--- src/rtl/rtc_kr_pkg.sv ---
package rtc_kr_pkg;

  localparam int ADDR_W    = 5;
  localparam int DATA_W    = 16;
  localparam int BANK_BASE = 8;
  localparam int PWR_W     = 6;
  localparam int BUSY_BIT  = 6;

  localparam logic [ADDR_W-1:0] A_KEY  = 5'd0;
  localparam logic [ADDR_W-1:0] A_TRIG = 5'd1;
  localparam logic [ADDR_W-1:0] A_PWR  = 5'd2;
  localparam logic [ADDR_W-1:0] A_OSC  = 5'd3;
  localparam logic [ADDR_W-1:0] A_ISTA = 5'd4;
  localparam logic [ADDR_W-1:0] A_CTRL = 5'd5;

  localparam logic [DATA_W-1:0] UNLOCK_KEY_A = 16'h586A;
  localparam logic [DATA_W-1:0] UNLOCK_KEY_B = 16'h9136;
  localparam logic [DATA_W-1:0] OSC_KEY_A    = 16'h1A57;
  localparam logic [DATA_W-1:0] OSC_KEY_B    = 16'h2B68;
  localparam logic [7:0]        PWR_KEY_BYTE = 8'h43;
  localparam logic [DATA_W-1:0] RETAIN_A     = 16'hA357;
  localparam logic [DATA_W-1:0] RETAIN_B     = 16'h67D2;

  localparam int EV_ALARM = 0;
  localparam int EV_TICK  = 1;
  localparam int EV_ONCE  = 2;
  localparam int EV_LOWP  = 3;

  typedef enum logic [2:0] {
    U_SHUT, U_KEYA, U_TRGA, U_KEYB, U_OPEN
  } unlock_e;

  typedef enum logic [1:0] {
    O_IDLE, O_KEYA, O_ARMED
  } osc_e;

  function automatic unlock_e key_step(unlock_e cur, logic [DATA_W-1:0] d);
    if (cur == U_TRGA && d == UNLOCK_KEY_B) return U_KEYB;
    return (d == UNLOCK_KEY_A) ? U_KEYA : U_SHUT;
  endfunction

  function automatic unlock_e trig_step(unlock_e cur);
    case (cur)
      U_KEYA:  return U_TRGA;
      U_KEYB:  return U_OPEN;
      default: return cur;
    endcase
  endfunction

  function automatic logic pwr_key_ok(logic [DATA_W-1:0] d);
    return d[15:8] == PWR_KEY_BYTE;
  endfunction

  function automatic logic retained_ok(logic [DATA_W-1:0] wa,
                                       logic [DATA_W-1:0] wb, logic lp);
    return (wa == RETAIN_A) && (wb == RETAIN_B) && !lp;
  endfunction

endpackage

--- src/rtl/rtc_kr_sync.sv ---
module rtc_kr_sync #(
  parameter int WIDTH  = 2,
  parameter int STAGES = 2
) (
  input  logic             clk,
  input  logic             rst_n,
  input  logic [WIDTH-1:0] d_async,
  output logic [WIDTH-1:0] d_sync
);
  logic [WIDTH-1:0] chain [STAGES];

  always_ff @(posedge clk or negedge rst_n) begin
    if (!rst_n) begin
      for (int s = 0; s < STAGES; s++) chain[s] <= '0;
    end else begin
      chain[0] <= d_async;
      for (int s = 1; s < STAGES; s++) chain[s] <= chain[s-1];
    end
  end

  assign d_sync = chain[STAGES-1];
endmodule

--- src/rtl/rtc_kr_unlock.sv ---
module rtc_kr_unlock
  import rtc_kr_pkg::*;
#(
  parameter int BUSY_SLOW = 8
) (
  input  logic              clk,
  input  logic              rst_n,
  input  logic              key_wr,
  input  logic [DATA_W-1:0] key_data,
  input  logic              trig_wr,
  input  logic              slow_tick,
  output logic              unlocked,
  output logic              busy,
  output logic              trig_fire,
  output logic              commit_fire
);
  localparam int CW = $clog2(BUSY_SLOW + 1);

  unlock_e         state;
  logic [CW-1:0]   tick_cnt;

  assign trig_fire   = trig_wr && !busy;
  assign commit_fire = trig_fire && (state == U_OPEN);
  assign unlocked    = (state == U_OPEN);

  always_ff @(posedge clk or negedge rst_n) begin
    if (!rst_n) begin
      state <= U_SHUT;
    end else if (key_wr) begin
      state <= key_step(state, key_data);
    end else if (trig_fire) begin
      state <= trig_step(state);
    end
  end

  always_ff @(posedge clk or negedge rst_n) begin
    if (!rst_n) begin
      busy     <= 1'b0;
      tick_cnt <= '0;
    end else if (trig_fire) begin
      busy     <= 1'b1;
      tick_cnt <= '0;
    end else if (busy && slow_tick) begin
      if (tick_cnt == CW'(BUSY_SLOW - 1)) begin
        busy     <= 1'b0;
        tick_cnt <= '0;
      end else begin
        tick_cnt <= tick_cnt + 1'b1;
      end
    end
  end
endmodule

--- src/rtl/rtc_kr_osc.sv ---
module rtc_kr_osc
  import rtc_kr_pkg::*;
#(
  parameter logic [DATA_W-1:0] RST_VAL = '0
) (
  input  logic              clk,
  input  logic              rst_n,
  input  logic              osc_wr,
  input  logic [DATA_W-1:0] osc_data,
  output logic [DATA_W-1:0] osc_val,
  output logic              osc_store
);
  osc_e gate;

  assign osc_store = osc_wr && (gate == O_ARMED);

  always_ff @(posedge clk or negedge rst_n) begin
    if (!rst_n) begin
      gate    <= O_IDLE;
      osc_val <= RST_VAL;
    end else if (osc_wr) begin
      case (gate)
        O_IDLE:  gate <= (osc_data == OSC_KEY_A) ? O_KEYA : O_IDLE;
        O_KEYA:  gate <= (osc_data == OSC_KEY_B) ? O_ARMED : O_IDLE;
        default: begin
          gate    <= O_IDLE;
          osc_val <= osc_data;
        end
      endcase
    end
  end
endmodule

--- src/rtl/rtc_kr_irq.sv ---
module rtc_kr_irq (
  input  logic       clk,
  input  logic       rst_n,
  input  logic [3:0] en,
  input  logic       evt_alarm,
  input  logic       evt_tick,
  input  logic       evt_lowpwr,
  input  logic       sta_rd,
  output logic [3:0] sta,
  output logic       irq,
  output logic       alarm_selfclr
);
  import rtc_kr_pkg::*;

  logic       hit_al, hit_tc, hit_lp;
  logic [3:0] hits;

  assign hit_al = evt_alarm  && en[EV_ALARM];
  assign hit_tc = evt_tick   && en[EV_TICK];
  assign hit_lp = evt_lowpwr && en[EV_LOWP];
  assign hits   = {hit_lp, 1'b0, hit_tc, hit_al};

  assign alarm_selfclr = hit_al && en[EV_ONCE];
  assign irq = |sta;

  always_ff @(posedge clk or negedge rst_n) begin
    if (!rst_n) sta <= '0;
    else        sta <= (sta_rd ? 4'b0000 : sta) | hits;
  end
endmodule

--- src/rtl/rtc_kr_top.sv ---
module rtc_kr_top
  import rtc_kr_pkg::*;
#(
  parameter int                NUM_BANK    = 6,
  parameter int                BUSY_SLOW   = 8,
  parameter int                SYNC_STAGES = 2,
  parameter logic [DATA_W-1:0] OSC_RST     = '0
) (
  input  logic              clk,
  input  logic              rst_n,
  input  logic              bus_wr,
  input  logic              bus_rd,
  input  logic [ADDR_W-1:0] bus_addr,
  input  logic [DATA_W-1:0] bus_wdata,
  output logic [DATA_W-1:0] bus_rdata,
  input  logic              slow_clk,
  input  logic              lp_raw,
  input  logic              evt_alarm,
  input  logic              evt_tick,
  input  logic              evt_lowpwr,
  output logic              unlocked,
  output logic              busy,
  output logic [PWR_W-1:0]  pwr_ctrl,
  output logic [DATA_W-1:0] osc_ctrl,
  output logic              irq,
  output logic              init_needed
);
  localparam int FLAT_W = NUM_BANK * DATA_W;

  logic [1:0]        sync_out;
  logic              slow_s, slow_d, slow_tick, lp_sync;
  logic              trig_fire, commit_fire, alarm_selfclr, osc_store;
  logic              key_wr, trig_wr, sta_rd;
  logic [3:0]        irq_sta;
  logic [DATA_W-1:0] shadow    [NUM_BANK];
  logic [DATA_W-1:0] committed [NUM_BANK];
  logic [FLAT_W-1:0] commit_flat;

  rtc_kr_sync #(.WIDTH(2), .STAGES(SYNC_STAGES)) u_sync (
    .clk     (clk),
    .rst_n   (rst_n),
    .d_async ({lp_raw, slow_clk}),
    .d_sync  (sync_out)
  );
  assign slow_s  = sync_out[0];
  assign lp_sync = sync_out[1];

  always_ff @(posedge clk or negedge rst_n) begin
    if (!rst_n) slow_d <= 1'b0;
    else        slow_d <= slow_s;
  end
  assign slow_tick = slow_s && !slow_d;

  assign key_wr  = bus_wr && (bus_addr == A_KEY);
  assign trig_wr = bus_wr && (bus_addr == A_TRIG) && bus_wdata[0];
  assign sta_rd  = bus_rd && (bus_addr == A_ISTA);

  rtc_kr_unlock #(.BUSY_SLOW(BUSY_SLOW)) u_unlock (
    .clk         (clk),
    .rst_n       (rst_n),
    .key_wr      (key_wr),
    .key_data    (bus_wdata),
    .trig_wr     (trig_wr),
    .slow_tick   (slow_tick),
    .unlocked    (unlocked),
    .busy        (busy),
    .trig_fire   (trig_fire),
    .commit_fire (commit_fire)
  );

  rtc_kr_osc #(.RST_VAL(OSC_RST)) u_osc (
    .clk       (clk),
    .rst_n     (rst_n),
    .osc_wr    (bus_wr && (bus_addr == A_OSC)),
    .osc_data  (bus_wdata),
    .osc_val   (osc_ctrl),
    .osc_store (osc_store)
  );

  rtc_kr_irq u_irq (
    .clk           (clk),
    .rst_n         (rst_n),
    .en            (committed[0][3:0]),
    .evt_alarm     (evt_alarm),
    .evt_tick      (evt_tick),
    .evt_lowpwr    (evt_lowpwr),
    .sta_rd        (sta_rd),
    .sta           (irq_sta),
    .irq           (irq),
    .alarm_selfclr (alarm_selfclr)
  );

  always_ff @(posedge clk or negedge rst_n) begin
    if (!rst_n) pwr_ctrl <= '0;
    else if (bus_wr && bus_addr == A_PWR && pwr_key_ok(bus_wdata))
      pwr_ctrl <= bus_wdata[PWR_W-1:0];
  end

  for (genvar g = 0; g < NUM_BANK; g++) begin : g_bank
    localparam logic [ADDR_W-1:0] MY_ADDR = ADDR_W'(BANK_BASE + g);

    always_ff @(posedge clk or negedge rst_n) begin
      if (!rst_n) shadow[g] <= '0;
      else if (bus_wr && bus_addr == MY_ADDR) shadow[g] <= bus_wdata;
    end

    if (g == 0) begin : g_en_word
      always_ff @(posedge clk or negedge rst_n) begin
        if (!rst_n)             committed[g] <= '0;
        else if (commit_fire)   committed[g] <= shadow[g];
        else if (alarm_selfclr) committed[g][EV_ALARM] <= 1'b0;
      end
    end else begin : g_plain_word
      always_ff @(posedge clk or negedge rst_n) begin
        if (!rst_n)           committed[g] <= '0;
        else if (commit_fire) committed[g] <= shadow[g];
      end
    end

    assign commit_flat[g*DATA_W +: DATA_W] = committed[g];
  end

  assign init_needed = !retained_ok(committed[1], committed[2], lp_sync);

  always_comb begin
    bus_rdata = '0;
    case (bus_addr)
      A_KEY:   bus_rdata[0] = unlocked;
      A_PWR:   begin
        bus_rdata[PWR_W-1:0] = pwr_ctrl;
        bus_rdata[BUSY_BIT]  = busy;
      end
      A_OSC:   bus_rdata = osc_ctrl;
      A_ISTA:  bus_rdata[3:0] = irq_sta;
      A_CTRL:  bus_rdata[0] = lp_sync;
      default: begin
        for (int i = 0; i < NUM_BANK; i++)
          if (bus_addr == ADDR_W'(BANK_BASE + i)) bus_rdata = committed[i];
      end
    endcase
  end
endmodule

--- config.mk ---
export PLATFORM = sky130hd
export DESIGN_NAME = rtc_kr_top
export DESIGN_NICKNAME = d
export VERILOG_FILES = /design/src/rtl/rtc_kr_pkg.sv /design/src/rtl/rtc_kr_sync.sv /design/src/rtl/rtc_kr_unlock.sv /design/src/rtl/rtc_kr_osc.sv /design/src/rtl/rtc_kr_irq.sv /design/src/rtl/rtc_kr_top.sv
export SDC_FILE = /design/constraint.sdc
export NUM_CORES = 1
export LEC_CHECK = 0
export BUFFER_PORTS_ARGS = -buffer_cell sky130_fd_sc_hd__buf_4
export CORE_AREA = 8 8 174 176
export CTS_BUF_LIST = sky130_fd_sc_hd__clkbuf_8
export CTS_CLUSTER_DIAMETER = 50
export DETAILED_ROUTE_END_ITERATION = 8
export DIE_AREA = 0 0 182 184
export GPL_TIMING_DRIVEN = 0
export MAX_ROUTING_LAYER = met4
export PLACE_DENSITY = 0.53
export SETUP_SLACK_MARGIN = 0.02
export SYNTH_ARGS = -nofsm -noshare
export SYNTH_HDL_FRONTEND = slang
export SYNTH_SLANG_ARGS = --single-unit
--- constraint.sdc ---
create_clock -name clk -period 4.9 [get_ports clk]
set_input_delay 0.245 -clock clk [delete_from_list [all_inputs] [get_ports clk]]
set_output_delay 0.245 -clock clk [all_outputs]
set_load 0.005 [all_outputs]
Word level (Yosys, flattened, before mapping)
Index checks and enable logic that the tools add are counted.

word-level totals
  bits in registers = 233
  input bits = 30
  output and inout bits = 42
  logic and storage cells = 123

cells by class
  $add $sub $neg = 1
  equal/unequal tests = 24
  multiplexer cells = 30
  bitwise logic cells = 2
  reduce and logical (&&, ||, !) cells = 43

operators with widths
  kind                    count
  $mux W16                6
  $eq A16 B15 Y1 const B  2
  $eq A16 B16 Y1 const B  2
  $eq A5 B4 Y1 const B    6
  $logic_and A1 B1 Y1     24
  $pmux W9 S2             1
  $eq A16 B13 Y1 const B  1
  $eq A16 B14 Y1 const B  1
  $mux W4                 4
  $mux W3                 4
  $pmux W3 S4             1
  $eq A5 B2 Y1 const B    2
  $eq A5 B3 Y1 const B    2
  $mux W1                 9
  $pmux W3 S3             1
  $eq A8 B7 Y1 const B    1
  $reduce_bool A2 Y1      4
  $reduce_or A4 Y1        2
  $eq A3 B2 Y1 const B    2
  $pmux W3 S2             1
  $reduce_and A2 Y1       3
  $eq A5 B1 Y1 const B    1
  $logic_not A5 Y1        1
  $pmux W1 S5             1
  other kinds (14)        18

Logic depth before layout (Yosys ltp)
Gate-level depths: netlist of run 1.

  depth in word-level cells = 8
  depth in mapped cells = 7
  mapped depth without buffers = 5

By module
From an unflattened synthesis of run 1, not the netlist that was laid out.

unflattened totals
  cells, all modules = 750
  area, all modules = 10606.4 um^2

modules (own cells, without submodules)
  module         times used  cells each  area each (um^2)  seq. area each (um^2)
  rtc_kr_top     1           630         9053.7            4979.8
  rtc_kr_osc     1           50          792.0             450.4
  rtc_kr_unlock  1           48          506.7             200.2
  rtc_kr_irq     1           16          138.9             75.1
  rtc_kr_sync    1           6           115.1             100.1

Worst setup path before layout of run 1
Ideal clock, no wire load.

  path type = input-to-reg
  from = input port bus_addr[4]
  to = register shadow[39] (netlist name)
  setup time = 0.125 ns
  data arrival time = 1.614 ns
  required time = 4.775 ns
  slack = 3.161 ns
  cell stages on the path = 7
  buffers on the path = 3
  cell sequence = buf_2 > nand2b_1 > nor2_1 > and4_1 > buf_2 > buf_4 > mux2_2

on the way
  cells in the longest elaborated chain, start to end = 2

ends and longest elaborated chain
  item                            RTL line           text
  start: declaration              rtc_kr_top.sv:13   input logic [ADDR_W-1:0] bus_addr,
  $eq A5 B4 Y1                    rtc_kr_top.sv:104  else if (bus_wr && bus_addr == MY_ADDR) shadow[g] <= bus_wdata;
  $logic_and A1 B1 Y1             rtc_kr_top.sv:104
  end signal: indexed assignment  rtc_kr_top.sv:104
  end: declaration                rtc_kr_top.sv:35   logic [DATA_W-1:0] shadow [NUM_BANK];

No other way between the ends.
A chain may end at the register's enable or synchronous reset.

Worst setup path in the final report of run 1
  from = input port bus_addr[2]
  to = output port bus_rdata[14]

on the way
  cells in the longest elaborated chain, start to end = 8
  elaborated cells between the ends (all ways) = 19
  classes of those cells = 10 x eq/ne; 7 x mux; 2 x reduce/logical

ends and longest elaborated chain
  item                    RTL line           text
  $eq A5 B4 Y1            rtc_kr_top.sv:138  if (bus_addr == ADDR_W'(BANK_BASE + i)) bus_rdata = committed[i];
  $mux W16 (6 in series)  rtc_kr_top.sv:138
  $pmux W9 S2 (*)         rtc_kr_top.sv:127  case (bus_addr)
  end: declaration        rtc_kr_top.sv:15   output logic [DATA_W-1:0] bus_rdata,

Every way passes the cells marked *; elsewhere a longest branch is shown, timed or not.

==> results by group, run 1 <==
CTS
  • Worst-path clk slew: approximately 0.06 ns
  • CTS Hold Bufs: 6
  • Post-cts resize count: 0
  • H-tree depth: 2
  • Inserted Clock Buffers: 41
  • Worst-Skew Late Latency: 0.54 ns
  • Max Buffers Root-to-Sink: 3
  • Root Buffer: clkbuf_8
  • Sink Count: roughly 230
  • Postcts setup bufs: 0
  • CTS tree: built

Timing
  • Rel. slew slack: 0.489
  • Minimum clock period after layout: ~2.8 ns
  • RSZ-0062 raised after global routing: no
  • Setup violators final: 0
  • Worst Max-Slew Pin Slew: 0.764 ns
  • F_max: approximately 0.35 GHz
  • Slew Limit Fails: 0
  • Final Hold Vio Count: 0
  • Final setup TNS: 0 ns
  • Final worst-path cycle share: 0.579
  • Final WS setup: 2.06 ns
  • Clk_skew: between 0.015 and 0.02 ns

Yosys
  • EDFF count, synth: 0
  • Asr flop ratio synth: 1.00
  • Mapped Avg Cell Area: 13.3 µm²
  • Top FF cell, synth: dfrtp_1
  • Synthesized area: 10500 µm²
  • Sequential area share after synthesis: 0.553
  • Post-synth net total: a little over 800
  • Synthesis-stage register bit count: between 200 and 250
  • Post-Syn Instances: about 790
  • Yosys Warn Count: 0
  • Cell variety after synth: 60

Layout
  • Core Util, Final: 0.448
  • Fill count: around 2600
  • Non-Filler Instances: 1274
  • Ratio of cells with drive above 1 in the final layout: 0.405
  • Sequential Area: between 5000 and 6000 µm²
  • Multi-input logic area: around 4400 µm²
  • P&R area growth vs syn: 17.5%
  • Nets: slightly above 900
  • Ant. Diodes: 0

Job
  • Max-cap violation count: 0

Drt
  • Final WL: between 30 and 40 mm
  • DRC: 0
  • Avg WL per Cell: 23.6 µm
  • DR vias/cell: roughly 5.5
  • 1st-pass router iterations: 5
  • Via count: around 7000
  • Initial DRC count: around 430
  • Antenna Nets Post-Route: 0

Die
  • I/O Pins: a little over 70
  • Core box area: approximately 27000 µm²
  • Starting Density: 0.382
  • Die X: 182 µm
  • Chip height: 184 µm
  • # rows: a little over 60
  • Die ar.: roughly 33000 µm²

Power
  • Peak VDD IR: 0.000176 V
  • Cell Pwr Density: 353 nW/µm²
  • Leak Pwr: between 5 and 6 nW

Worst setup path
  • Worst setup path start: bus_addr[2]
  • CP Class: in -> out
  • R2r worst-path depth: 5
  • Worst endpoint required time: about 4.7 ns
  • CP Max Fanout: 10
  • Crit path DAT: 2.59 ns
  • RR Startpoint: u_unlock.busy
  • Crit end category: output pin
  • Crit path launch type: input pin

Hold path
  • HP Start: bus_wdata[14]
  • Hold Path Depth: 2
  • Worst min path class: in -> reg

Placed design
  • Port Buf Inserts: between 60 and 70
  • DPL Wire Length: 20.8 mm
  • Pre-CTS setup slack: 2.08 ns
  • RD Place Congestion: approximately 0.8
  • Dpl cells: around 1200

GRT
  • First-pass GRT wire length: 45.7 mm
  • Remaining global-route overflow: 0
  • Vias in the first global route: just over 7000
  • Pin count of the biggest net entering global routing: 110
  • GR Util All Layers: 0.185
  • Initial antenna violation count: 0

Outcome
  • Outcome: finished clean
cell usage in the layout (no fill, tap or decap), types with 4 or more instances in the layout:
cell type / synthesis / final
and3_1: 21 / 21
nor4b_1: 5 / 5
mux2_2: 175 / 175
o21ai_0: 35 / 35
buf_1: 6 / 6
nand4b_1: 5 / 5
dfrtp_1: 232 / 232
nor2b_1: 15 / 15
buf_2: 20 / 20
nand2_1: 27 / 27
a21boi_0: 14 / 14
buf_4: 4 / 66
nor3b_1: 4 / 4
nor4bb_1: 5 / 5
and2_1: 4 / 4
o211ai_1: 16 / 16
buf_6: 5 / 5
o22ai_1: 14 / 14
dlygate4sd3_1: 0 / 6
a22oi_1: 4 / 4
clkbuf_8: 0 / 50
nand3_1: 7 / 7
a21oi_1: 16 / 16
nor2_1: 12 / 12
nand3b_1: 17 / 17
mux2_4: 39 / 39
inv_1: 2 / 16
clkbuf_1: 28 / 28
synth_stat cells, types with 2 or more instances:
cell      number  area [µm²]
dfrtp_1      232        5810
mux2_2       175        1970
mux2_4        39         586
o21ai_0       35         175
clkbuf_1      28         105
nand2_1       27         101
and3_1        21         131
buf_2         20         100
nand3b_1      17         128
a21oi_1       16        80.1
o211ai_1      16         120
nor2b_1       15        93.8
a21boi_0      14         105
o22ai_1       14        87.6
nor2_1        12        45.0
nand3_1        7        35.0
buf_1          6        22.5
buf_6          5        56.3
nand4b_1       5        43.8
nor4b_1        5        43.8
nor4bb_1       5        50.1
a22oi_1        4        30.0
and2_1         4        25.0
buf_4          4        30.0
nor3b_1        4        30.0
a22o_1         3        26.3
a31oi_1        3        18.8
nand2b_1       3        18.8
nand4_1        3        18.8
or3_1          3        18.8
or4_1          3        22.5
a222oi_1       2        20.0
inv_1          2        7.51
nand3_2        2        20.0
nand4b_2       2        30.0
nor3_1         2        10.0
nor3b_2        2        25.0
o31ai_1        2        15.0
o32ai_1        2        17.5
or3b_2         2        17.5
xor2_1         2        17.5
where the power goes:
group / internal [mW] / switching (mW) / total [mW]
clock: 0.971 / 0.797 / 1.77
combinational: 0.191 / 0.191 / 0.383
sequential: 2.09 / 0.100 / 2.19
total: 3.26 / 1.09 / 4.34
registers in the layout, indices dropped and copies added (netlist names):
name / cells
commit_flat: 96
shadow: 96
u_osc.osc_val: 16
pwr_ctrl: 6
u_unlock.tick_cnt: 4
u_irq.sta: 3
u_unlock.state: 3
u_osc.gate: 2
u_sync.chain: 2
u_sync.d_sync: 2
slow_d: 1
u_unlock.busy: 1
worst max-delay path, cell delays in order:
cell	delay [ns]
buf_4	0.13
buf_2	0.18
nor2b_2	0.24
and4b_1	0.47
clkbuf_1	0.50
a21boi_0	0.23
o211ai_1	0.39
buf_4	0.19
worst paths after layout:
kind,to,slack (ns)
hold / removal,shadow[30],0.07
setup / recovery,bus_rdata[14],2.06
min in group asynchronous,commit_flat[16],0.17
hold reg to reg,u_sync.d_sync[1],0.36
setup reg to reg,commit_flat[66],2.91
max in group asynchronous,commit_flat[44],3.43
per-stage QoR:
| stage | power (mW) | hold slack (ns) | instance area [µm²] |
|---|---|---|---|
| global placement | 2.59 | 0.337 | 11400 |
| CTS | 4.40 | 0.0315 | 12300 |
| detailed placement | 2.61 | 0.136 | 11500 |
| global route | 4.55 | 0.0430 | 12300 |
| floorplan | 2.43 | -0.0506 | 10500 |
| finish | 4.34 | 0.0661 | 12300 |
cell families (layout without fill, tap and decap cells):
group / Yosys count / count (layout) / synth area share
xor+xnor: 2 / 2 / 0.00167
flops: 232 / 232 / 0.553
mux: 214 / 214 / 0.244
buf+inv: 65 / 206 / 0.0307
fa+ha+maj: 1 / 1 / 0.00119
compound gates: 118 / 118 / 0.0722
simple gates: 155 / 155 / 0.0972
per-layer routing:
| layer | up-vias | share of wire | global-route usage | wire (µm) |
|---|---|---|---|---|
| li1 | 3110 | - | - | - |
| met1 | 3652 | 0.48 | 0.251 | 14400 |
| met2 | 185 | 0.45 | 0.276 | 13500 |
| met3 | 47 | 0.051 | 0.0360 | 1540 |
| met4 | 0 | 0.021 | 0.0558 | 645 |
| met5 | - | 0 | - | 0 |
area by class of cell:
class | instances | area share
plain buffers | 63 | 0.0255
clock inverters | 20 | 0.00924
multi-input cells | 490 | 0.354
inverters | 2 | 0.000609
clock buffers | 50 | 0.0559
well taps | 346 | 0.0351
repair buffers | 71 | 0.0483
flip-flops and latches | 232 | 0.471
Power figures use the tool's default switching activity.
==> inputs of run 2 (changes only) <==
--- a/config.mk
+++ b/config.mk
@@ -5,15 +5,16 @@
 export SDC_FILE = /design/constraint.sdc
 export NUM_CORES = 1
 export LEC_CHECK = 0
+export ABC_AREA = 1
 export BUFFER_PORTS_ARGS = -buffer_cell sky130_fd_sc_hd__buf_4
-export CORE_AREA = 8 8 174 176
+export CORE_AREA = 8 8 172 174
 export CTS_BUF_LIST = sky130_fd_sc_hd__clkbuf_8
 export CTS_CLUSTER_DIAMETER = 50
 export DETAILED_ROUTE_END_ITERATION = 8
-export DIE_AREA = 0 0 182 184
+export DIE_AREA = 0 0 180 182
 export GPL_TIMING_DRIVEN = 0
 export MAX_ROUTING_LAYER = met4
-export PLACE_DENSITY = 0.53
+export PLACE_DENSITY = 0.55
 export SETUP_SLACK_MARGIN = 0.02
 export SYNTH_ARGS = -nofsm -noshare
 export SYNTH_HDL_FRONTEND = slang
==> constraint.sdc (replaced) <==
create_clock -name clk -period 2.3 [get_ports clk]
set_input_delay 0.115 -clock clk [delete_from_list [all_inputs] [get_ports clk]]
set_output_delay 0.115 -clock clk [all_outputs]
set_load 0.005 [all_outputs]
==> results by group, run 2 <==
Timing
  • F_max: 0.463 GHz
  • Minimum clock period after layout: around 2.2 ns
  • Rel. slew slack: 0.450
  • RSZ-0062 raised after global routing: no
  • Clk_skew: between 0.02 and 0.03 ns
  • Final worst-path cycle share: 0.940
  • Hold Slack: 0.0389 ns
  • Final Hold Vio Count: 0
  • Setup violators final: 0
  • Worst Max-Slew Pin Slew: ~0.8 ns
  • Slew Limit Fails: 0

Worst setup path
  • Crit-path slowest cell: dlygate4sd3_1
  • Crit end category: flip-flop
  • CP Max Fanout: 9
  • CP Class: in -> reg
  • Crit path DAT: between 2 and 3 ns
  • Crit path launch type: input pin
  • Top delay family on crit path: buffers and inverters
  • Buf+Inv Stages, Crit Path: 5
  • Most common cell on crit path: dlygate4sd3_1
  • Max stage delay on crit path: approximately 0.55 ns
  • Worst endpoint required time: about 2.7 ns
  • Worst-path cell chain: dlygate4sd3_1, buf_4, clkinvlp_4, nand3_1, nor3_1, dlygate4sd3_1, nand3_1, dlygate4sd3_1, o21ai_0

Drt
  • Final WL: 33.0 mm
  • Avg WL per Cell: 19.5 µm
  • Initial DRC count: ~600
  • DRC: 0
  • DR vias/cell: 5.01
  • Antenna Nets Post-Route: 0
  • 1st-pass router iterations: 4
  • Via count: ~8500

Power
  • PnR Total Power: about 10 mW
  • Leak Pwr: between 6 and 7 nW
  • Peak VDD IR: 0.000531 V
  • Cell Pwr Density: around 820 nW/µm²

Die
  • Die ar.: roughly 33000 µm²
  • I/O Pins: just over 70
  • Core box area: around 27000 µm²
  • # rows: 60
  • Die X: about 180 µm
  • Starting Density: 0.385
  • Chip height: approximately 180 µm

CTS
  • Sink Count: about 230
  • Postcts setup bufs: 0
  • H-tree depth: 2
  • Root Buffer: clkbuf_8
  • Worst-Skew Late Latency: approximately 0.56 ns
  • Worst-path clk slew: 0.05 ns
  • CTS tree: built
  • Inserted Clock Buffers: 42
  • Max Buffers Root-to-Sink: 3

Yosys
  • Post-Syn Instances: around 1200
  • Sequential area share after synthesis: 0.566
  • Cell variety after synth: 32
  • Most frequent cell after synthesis: dfrtp_1
  • Synthesis-stage register bit count: ~230
  • Share of the synthesized area in the top cell type: 0.566
  • Yosys Warn Count: 0
  • Post-synth top cells: dfrtp_1 (232), nand2_1 (224), nor2_1 (164)
  • Cell taking the most area after synthesis: dfrtp_1
  • Post-synth net total: 1209
  • Top FF cell, synth: dfrtp_1
  • EDFF count, synth: 0
  • Synthesized area: between 10000 and 15000 µm²
  • Mapped Avg Cell Area: about 8.7 µm²
  • Asr flop ratio synth: 1.00
  • Area contributors post-synth: dfrtp_1 (57%), nand2_1 (8.2%), nor2_1 (6.0%), inv_1 (5.2%), a21oi_1 (4.6%)

GRT
  • Remaining global-route overflow: 0
  • Routing usage on met1: 0.279
  • Met3 usage: 0.0379
  • Met2 GRT Util: 0.314
  • First-pass GRT wire length: 51.3 mm
  • Vias in the first global route: between 8000 and 9000
  • Initial antenna violation count: 0
  • GR Util All Layers: 0.211
  • Pin count of the biggest net entering global routing: 92
  • Gr busiest metal: met2

Job
  • Max-cap violation count: 0

Layout
  • Most frequent cells in the layout: dfrtp_1 (232), nand2_1 (224), nor2_1 (164), inv_1 (160), a21oi_1 (95)
  • Ratio of cells with drive above 1 in the final layout: 0.168
  • Most common cell after layout, fill and taps aside: dfrtp_1
  • P&R area growth vs syn: 20.1%
  • Fill count: about 2700
  • Sequential Area: around 5800 µm²
  • Core Util, Final: 0.462
  • Non-Filler Instances: roughly 1700
  • Multi-input logic area: ~3500 µm²
  • Nets: ~1300

Outcome
  • Outcome: finished clean

Hold path
  • Worst min path class: in -> reg

Placed design
  • Dpl cells: between 1500 and 2000
  • Port Buf Inserts: between 60 and 70
  • RD Place Congestion: ~0.86
  • DPL Wire Length: approximately 23 mm
-- run 2: cell count changes after synthesis, sizes merged, moves of 17 or more --
cell    delta
clkbuf    -21
nand2    +204
nor2     +163
nand3     +50
nand4     +28
inv      +145
nand3b    -17
a21oi     +88
o21ai     +91
and3      -21
mux2     -214
-- run 2: logic make-up (layout without fill, tap and decap cells) --
kind of cell,Yosys count,after routing,share of synthesized area
simple gates,511,511,0.219
compound gates,232,232,0.121
flops,232,232,0.566
buf+inv,202,373,0.0923
fa+ha+maj,1,1,0.00122
other cells,0,1,0
-- run 2: area by class of cell --
cell class	instances	area share
antenna	1	0.000203
buffer	54	0.0313
clock buffer	50	0.0559
clock inverter	25	0.00884
inverter	148	0.0458
multi-input combinational	744	0.284
sequential	232	0.472
tap	341	0.0347
timing repair buffer	96	0.0675
-- run 2: worst paths after layout --
kind                            startpoint  cells past startpoint                end  slack [ns]
max                           bus_wdata[3]                      9      u_osc.gate[0]        0.14
min                          bus_wdata[13]                      8  u_unlock.state[0]        0.04
max reg2reg                  u_osc.gate[1]                      7      u_osc.gate[0]        0.18
min reg2reg                u_sync.chain[3]                      0   u_sync.d_sync[1]        0.35
max in group asynchronous            rst_n                      4    commit_flat[52]        0.99
min in group asynchronous            rst_n                      2         shadow[73]        0.10
-- run 2: timing repair --
item | in CTS | in global routing
endpoints found under the hold margin | 140 | 0
hold buffers | 25 | 0
setup endpoints to repair | 0 | 1
gates resized for setup | 0 | 1
-- run 2: routing by layer --
layer / share of wire / routed length (µm) / vias to the layer above
met1: 0.46 / 15300 / 4118
met3: 0.053 / 1750 / 69
met2: 0.44 / 14500 / 238
met5: 0 / 0 / -
li1: - / - / 4050
met4: 0.042 / 1380 / 0
-- run 2: per-stage QoR --
stage          setup WS (ns)  cell area (µm²)  TNS [ns]
4_1_cts               0.0535            12300         0
6_report               0.139            12300         0
2_1_floorplan          0.932            10300         0
3_3_place_gp          -0.812            11200   -183.14
5_1_grt               0.0262            12300         0
3_5_place_dp           0.542            11300         0
-- run 2: worst register-to-register path, cell delays in order, from the launching register on --
cell and delay (ns):
dfrtp_1 0.43, nor2_1 0.13, nand3_1 0.07, nor3_1 0.17, dlygate4sd3_1 0.56, nand3_1 0.06
dlygate4sd3_1 0.55, o21ai_0 0.07
-- run 2: report_power, final --
group | internal (mW) | switching [mW] | total [mW]
Clock | 1.97 | 1.73 | 3.71
Combinational | 0.473 | 0.721 | 1.19
Sequential | 4.76 | 0.413 | 5.17
Total | 7.20 | 2.87 | 10.1
